**src/rtl/atr_pkg.sv**
```systemverilog
package atr_pkg;
  // Conditioned events from one synchronized input line
  typedef struct packed {
    logic lvl;      // synchronized level
    logic fell;     // high-to-low seen this cycle
    logic changed;  // any change seen this cycle
  } atr_evt_t;
endpackage

```
**src/rtl/atr_rst_sync.sv**
```systemverilog
module atr_rst_sync (
  input  logic clk,
  input  logic arst_n,
  output logic rst_n_sync
);
  logic [1:0] sh_q;
  logic [1:0] sh_d;

  always_comb begin
    sh_d = {sh_q[0], 1'b1};
  end

  always_ff @(posedge clk or negedge arst_n) begin
    if (!arst_n) sh_q <= 2'b00;
    else         sh_q <= sh_d;
  end

  assign rst_n_sync = sh_q[1];
endmodule

```
**src/rtl/atr_in_cond.sv**
```systemverilog
module atr_in_cond
  import atr_pkg::*;
#(
  parameter int unsigned STAGES  = 2,
  parameter logic        RST_VAL = 1'b0
) (
  input  logic     clk,
  input  logic     rst_n,
  input  logic     d_async,
  output atr_evt_t evt
);
  localparam int unsigned DEPTH = STAGES + 1;

  logic [DEPTH-1:0] pipe_q;
  logic [DEPTH-1:0] pipe_d;

  generate
    for (genvar g = 0; g < DEPTH; g++) begin : g_stage
      if (g == 0) begin : g_first
        always_comb pipe_d[g] = d_async;
      end else begin : g_next
        always_comb pipe_d[g] = pipe_q[g-1];
      end
      always_ff @(posedge clk or negedge rst_n) begin
        if (!rst_n) pipe_q[g] <= RST_VAL;
        else        pipe_q[g] <= pipe_d[g];
      end
    end
  endgenerate

  always_comb begin
    evt.lvl     = pipe_q[STAGES-1];
    evt.fell    = pipe_q[STAGES] & ~pipe_q[STAGES-1];
    evt.changed = pipe_q[STAGES] ^ pipe_q[STAGES-1];
  end
endmodule

```
**src/rtl/atr_cycle_cnt.sv**
```systemverilog
module atr_cycle_cnt #(
  parameter int unsigned CNT_W   = 9,
  parameter int unsigned SAT_CNT = 385
) (
  input  logic             clk,
  input  logic             rst_n,
  input  logic             restart,
  output logic [CNT_W-1:0] cnt_q
);
  localparam logic [CNT_W-1:0] SAT_V = CNT_W'(SAT_CNT);
  localparam logic [CNT_W-1:0] ONE_V = CNT_W'(1);

  logic [CNT_W-1:0] cnt_d;
  logic             cnt_en;

  always_comb begin
    cnt_en = restart | (cnt_q != SAT_V);
    if (restart) cnt_d = ONE_V;
    else         cnt_d = cnt_q + ONE_V;
  end

  always_ff @(posedge clk or negedge rst_n) begin
    if (!rst_n)      cnt_q <= SAT_V;
    else if (cnt_en) cnt_q <= cnt_d;
  end
endmodule

```
**src/rtl/atr_flag_ctl.sv**
```systemverilog
module atr_flag_ctl #(
  parameter int unsigned CNT_W      = 9,
  parameter int unsigned BLANK_CLKS = 200,
  parameter int unsigned WIN_LAST   = 384
) (
  input  logic             clk,
  input  logic             rst_n,
  input  logic             restart,
  input  logic             io_fell,
  input  logic [CNT_W-1:0] cnt,
  input  logic             clr,
  output logic             win_hit,
  output logic             armed_q,
  output logic             flag_q
);
  localparam logic [CNT_W-1:0] BLANK_V = CNT_W'(BLANK_CLKS);
  localparam logic [CNT_W-1:0] LAST_V  = CNT_W'(WIN_LAST);

  logic past_blank;
  logic in_win;
  logic armed_d, armed_en;
  logic flag_d, flag_en;

  always_comb begin
    past_blank = (cnt >= BLANK_V);
    in_win     = past_blank && (cnt <= LAST_V);
    win_hit    = armed_q && !restart && io_fell && in_win;

    armed_en = restart | (armed_q & ((io_fell & past_blank) | !in_win & past_blank));
    armed_d  = restart;

    flag_en = win_hit | clr;
    flag_d  = win_hit;
  end

  always_ff @(posedge clk or negedge rst_n) begin
    if (!rst_n)        armed_q <= 1'b0;
    else if (armed_en) armed_q <= armed_d;
  end

  always_ff @(posedge clk or negedge rst_n) begin
    if (!rst_n)       flag_q <= 1'b0;
    else if (flag_en) flag_q <= flag_d;
  end
endmodule

```
**src/rtl/atr_early_detect.sv**
```systemverilog
module atr_early_detect
  import atr_pkg::*;
#(
  parameter int unsigned BLANK_CLKS  = 200,
  parameter int unsigned WIN_LAST    = 384,
  parameter int unsigned SYNC_STAGES = 2
) (
  input  logic clk,
  input  logic rst_n,
  input  logic card_rst,
  input  logic io_in,
  input  logic status_rd,
  output logic early_flag,
  output logic irq_n
);
  localparam int unsigned SAT_CNT = WIN_LAST + 1;
  localparam int unsigned CNT_W   = $clog2(SAT_CNT + 1);

  logic             rst_sync_n;
  atr_evt_t         rst_evt;
  atr_evt_t         io_evt;
  logic [CNT_W-1:0] cnt_q;
  logic             win_hit;
  logic             armed_q;

  atr_rst_sync u_rst_sync (
    .clk        (clk),
    .arst_n     (rst_n),
    .rst_n_sync (rst_sync_n)
  );

  atr_in_cond #(.STAGES(SYNC_STAGES), .RST_VAL(1'b0)) u_rst_cond (
    .clk     (clk),
    .rst_n   (rst_sync_n),
    .d_async (card_rst),
    .evt     (rst_evt)
  );

  atr_in_cond #(.STAGES(SYNC_STAGES), .RST_VAL(1'b1)) u_io_cond (
    .clk     (clk),
    .rst_n   (rst_sync_n),
    .d_async (io_in),
    .evt     (io_evt)
  );

  atr_cycle_cnt #(.CNT_W(CNT_W), .SAT_CNT(SAT_CNT)) u_cnt (
    .clk     (clk),
    .rst_n   (rst_sync_n),
    .restart (rst_evt.changed),
    .cnt_q   (cnt_q)
  );

  atr_flag_ctl #(
    .CNT_W      (CNT_W),
    .BLANK_CLKS (BLANK_CLKS),
    .WIN_LAST   (WIN_LAST)
  ) u_flag (
    .clk     (clk),
    .rst_n   (rst_sync_n),
    .restart (rst_evt.changed),
    .io_fell (io_evt.fell),
    .cnt     (cnt_q),
    .clr     (status_rd),
    .win_hit (win_hit),
    .armed_q (armed_q),
    .flag_q  (early_flag)
  );

  assign irq_n = ~early_flag;
endmodule

```
**config.mk**
```make
export PLATFORM = sky130hd
export DESIGN_NAME = atr_early_detect
export DESIGN_NICKNAME = d
export VERILOG_FILES = /design/src/rtl/atr_pkg.sv /design/src/rtl/atr_rst_sync.sv /design/src/rtl/atr_in_cond.sv /design/src/rtl/atr_cycle_cnt.sv /design/src/rtl/atr_flag_ctl.sv /design/src/rtl/atr_early_detect.sv
export SDC_FILE = /design/constraint.sdc
export NUM_CORES = 1
export LEC_CHECK = 0
export BUFFER_PORTS_ARGS = -buffer_cell sky130_fd_sc_hd__buf_2
export CORE_MARGIN = 2
export CORE_UTILIZATION = 45
export DETAILED_ROUTE_END_ITERATION = 6
export PLACE_DENSITY = 0.73
export SYNTH_ARGS = -nofsm -noshare
export SYNTH_HDL_FRONTEND = slang
export SYNTH_SLANG_ARGS = --single-unit
```
**constraint.sdc**
```tcl
create_clock -name clk -period 0.8 [get_ports clk]
set_clock_uncertainty 0.05 [all_clocks]
set_input_delay 0.08 -clock clk [delete_from_list [all_inputs] [get_ports clk]]
set_output_delay 0.08 -clock clk [all_outputs]
set_load 0.05 [all_outputs]
```
==> impl_metrics.tcl <==
set metrics [dict create \
    fmax_ghz 0.657 \
    vdd_ir_drop_max_v 0.00143 \
    p_sw_share_pct 30.0 \
    vias 763 \
    clock_transition_at_the_registers_of_the_reported_paths_ns 0.12 \
    layout_worst_path_cycle_share_pct 190 \
    cts.htree.levels 1 \
    synth.lib_cells_used.distinct 29 \
    clock_power_share_pct 23.9 \
    multiInputGateArea_um2 480 \
    cell_type_with_the_largest_total_area_after_synthesis "sky130_fd_sc_hd__dfrtp_1" \
    global_route_wire_length_before_repair_um 3430 \
    cp_num_buf_inv 0 \
    p_sw_uw 645 \
    pwr_density_cell_mw_per_mm2 1580 \
    first_global_vias 764 \
    setup_viol_count_final 13 \
    ff2ff_setup_slack_ns -0.72 \
    postLayoutSetupSlackWorst_ns -0.721 \
    cts_tree "done" \
    crit_chain "ha_4 -> nand3_4 -> or4_4 -> a21oi_2" \
    critical_path.startpoint_type "flip-flop" \
    boundaryPins 7 \
    end_kind "flip-flop" \
    detail-route-antenna-nets 0 \
    synth.cell_area_um2 841 \
    post-route-min-period_ns 1.52 \
    drt_pre_antenna_iters 4 \
    comb_power_share_pct 25.2 \
    post_route_cells_drive_above_1_share_pct 60.2 \
    slowest_delay_ns 0.61 \
    synth_ff_type "sky130_fd_sc_hd__dfrtp_1" \
    final-hold-violation-count 0 \
    synth_top_cell_area_share_pct 38.7 \
    async_reset_ff_share_pct 100 \
    total_power_uw 2150 \
    synthTopCellsByCount "sky130_fd_sc_hd__dfrtp_1 (13), sky130_fd_sc_hd__a21oi_1 (6), sky130_fd_sc_hd__dfstp_2 (6), sky130_fd_sc_hd__inv_1 (6), sky130_fd_sc_hd__nand2_1 (5)" \
    row_count 15 \
    antenna_cells_inserted 0 \
    critical_path.slowest_cell "sky130_fd_sc_hd__dfstp_2" \
    fin_tns_setup_ns -7.10 \
    cp.arrival_ns 1.71 \
    final_net_count 127 \
    cts_inserted_buffers 3 \
    hp-class "input port to asynchronous set/reset pin" \
    post-place-ws_ns -0.681 \
    yosys-top-cells-area "sky130_fd_sc_hd__dfrtp_1 (39%), sky130_fd_sc_hd__dfstp_2 (19%), sky130_fd_sc_hd__ha_1 (4.5%)" \
    number_of_antenna_violations_at_the_first_check_in_global_routing 0 \
    count_of_flip_flops_with_a_built_in_enable_after_synthesis 0 \
    floorplan.die.width_um 47.2 \
    setup_repair_after_global_routing_missed_its_margin "true" \
    most_common_cell_in_the_synthesized_netlist "sky130_fd_sc_hd__dfrtp_1" \
    cpLargestDelayFamily "flip-flops" \
    clock_tree.buffer_depth 2 \
    grt_util_all_layers_pct 23.4 \
    post-dp-hpwl_um 1420 \
    num-fill-cells 119 \
    drt_iter0_drc 13 \
    clk_root_buffer_cell "sky130_fd_sc_hd__clkbuf_4" \
    power.static_leakage_uw 0.000544 \
    yosysSeqAreaShare_pct 57.4 \
    drt_wl_total_um 2250 \
    internal-power_uw 1500 \
    cp_max_fo 5 \
    postLayoutCellArea_mm2 0.00136 \
    vias_per_cell 5.34 \
    cts_sinks 19 \
    remaining_drc_errors 0 \
    numPortBuffers 6 \
    seq_area_um2 485 \
    synth-warning-count 0 \
    routed_wire_length_per_instance_um 15.7 \
    synth.avg_cell_area_um2 10.9 \
    share_seq_of_total_power_pct 50.9 \
    worst-setup-path-type "flip-flop to flip-flop" \
    initial_core_util_pct 48.2 \
    drv_slew 0 \
    die_height_um 47.2 \
    core_region_area_mm2 0.00175 \
    yosys_register_bits 19 \
    postSynthCellCount 77 \
    max-cap-violations 0 \
    final_replace_weighted_congestion 0.879 \
    clk_latency_ns 0.31 \
    failed_checks "negative setup slack" \
    post_dp_area_mm2 0.00111 \
    run_status "finished, violations left" \
    required_time_of_the_worst_setup_path_ns 0.99 \
    final_global_route_overflow_total 0 \
    floorplan.die_area_mm2 0.00223 \
    area_growth_syn_to_layout_pct 61.9 \
    synth_nets 85 \
    pin_count_of_the_biggest_net_entering_global_routing 13 \
]
==> flip-flops by register name (all words and copies together) (netlist names) <==
| register | count |
|---|---|
| u_cnt.cnt_q | 9 |
| u_rst_sync.sh_q | 2 |
| u_flag.armed_q | 1 |
| u_flag.flag_q | 1 |
| u_io_cond.evt | 1 |
| u_io_cond.pipe_d | 1 |
| u_io_cond.pipe_q | 1 |
| u_rst_cond.evt | 1 |
| u_rst_cond.pipe_d | 1 |
| u_rst_cond.pipe_q | 1 |
==> power by group through the flow <==
stage,Combinational (uW),Sequential (uW),Clock (uW)
after detailed placement,357,1100,0
after global routing,586,1100,554
after CTS,446,1090,526
after global placement,340,1100,0
after floorplan,160,1110,0
final,542,1090,513
==> final cells by class <==
class | instances | share of cell area (%)
flip-flops and latches | 19 | 35.7
multi-input cells | 51 | 35.3
repair buffers | 38 | 22.6
well taps | 25 | 2.30
inverters | 6 | 1.93
clock buffers | 3 | 1.65
clock inverters | 1 | 0.551
==> layer usage <==
layer / vias up / track usage [%] / share of wire (%)
met5: - / 0 / 0
met4: 0 / 10.0 / 0.93
met3: 4 / 4.62 / 2.9
met2: 13 / 40.0 / 55
met1: 388 / 28.7 / 41
li1: 358 / - / -
==> worst register-to-register path: stages, from the launching register on <==
cell                      delay, ns
sky130_fd_sc_hd__dfstp_2       0.61
sky130_fd_sc_hd__ha_4          0.17
sky130_fd_sc_hd__nand3_4       0.07
sky130_fd_sc_hd__or4_4         0.43
sky130_fd_sc_hd__a21oi_2       0.14
==> kinds of logic (layout without fill, tap and decap cells) <==
| family | Yosys count | in the layout | share of synthesized area [%] |
|---|---|---|---|
| buf+inv | 7 | 48 | 3.12 |
| compound gates | 21 | 21 | 15.8 |
| fa+ha+maj | 3 | 3 | 4.46 |
| flops | 19 | 19 | 57.4 |
| xor+xnor | 3 | 3 | 3.13 |
| simple gates | 23 | 23 | 15.6 |
| other cells | 1 | 1 | 0.446 |
==> placed cells by master, fill, tap and decap left out, types with 3 or more instances in the layout <==
cell | Yosys | layout
sky130_fd_sc_hd__nand2_1 | 5 | 5
sky130_fd_sc_hd__buf_4 | 0 | 25
sky130_fd_sc_hd__dfstp_2 | 6 | 6
sky130_fd_sc_hd__a21oi_2 | 0 | 5
sky130_fd_sc_hd__buf_6 | 0 | 4
sky130_fd_sc_hd__inv_1 | 6 | 4
sky130_fd_sc_hd__buf_2 | 0 | 4
sky130_fd_sc_hd__clkbuf_4 | 0 | 3
sky130_fd_sc_hd__dlygate4sd3_1 | 0 | 4
sky130_fd_sc_hd__dfrtp_1 | 13 | 11
==> final timing paths <==
path / start / endpoint / cells past startpoint
hold / removal: rst_n / u_rst_sync.sh_q[0] / 2
setup / recovery: u_cnt.cnt_q[0] / u_cnt.cnt_q[8] / 4
hold reg to reg: u_rst_sync.sh_q[1] / u_cnt.cnt_q[3] / 1
max in group asynchronous: u_rst_sync.sh_q[1] / u_cnt.cnt_q[8] / 1
setup reg to reg: u_cnt.cnt_q[0] / u_cnt.cnt_q[8] / 4
min in group clk: u_rst_cond.pipe_d[1] / u_rst_cond.evt[2] / 0
==> per-stage QoR <==
stage	hold slack (ns)	util, %	instances
final	0.00724	78.0	143
after global routing	0.0413	78.0	143
after CTS	0.00377	74.3	141
after detailed placement	-0.184	63.9	132
after global placement	-0.186	63.9	132
after floorplan	-0.266	-	77
==> what timing repair did <==
item,in CTS,in global routing
pin swaps,8,5
hold buffers,4,0
buffers inserted,1,2
gates resized for setup,26,9
endpoints found under the setup margin,13,13
hold endpoints to repair,5,0
(Power assumes the default switching activity.)
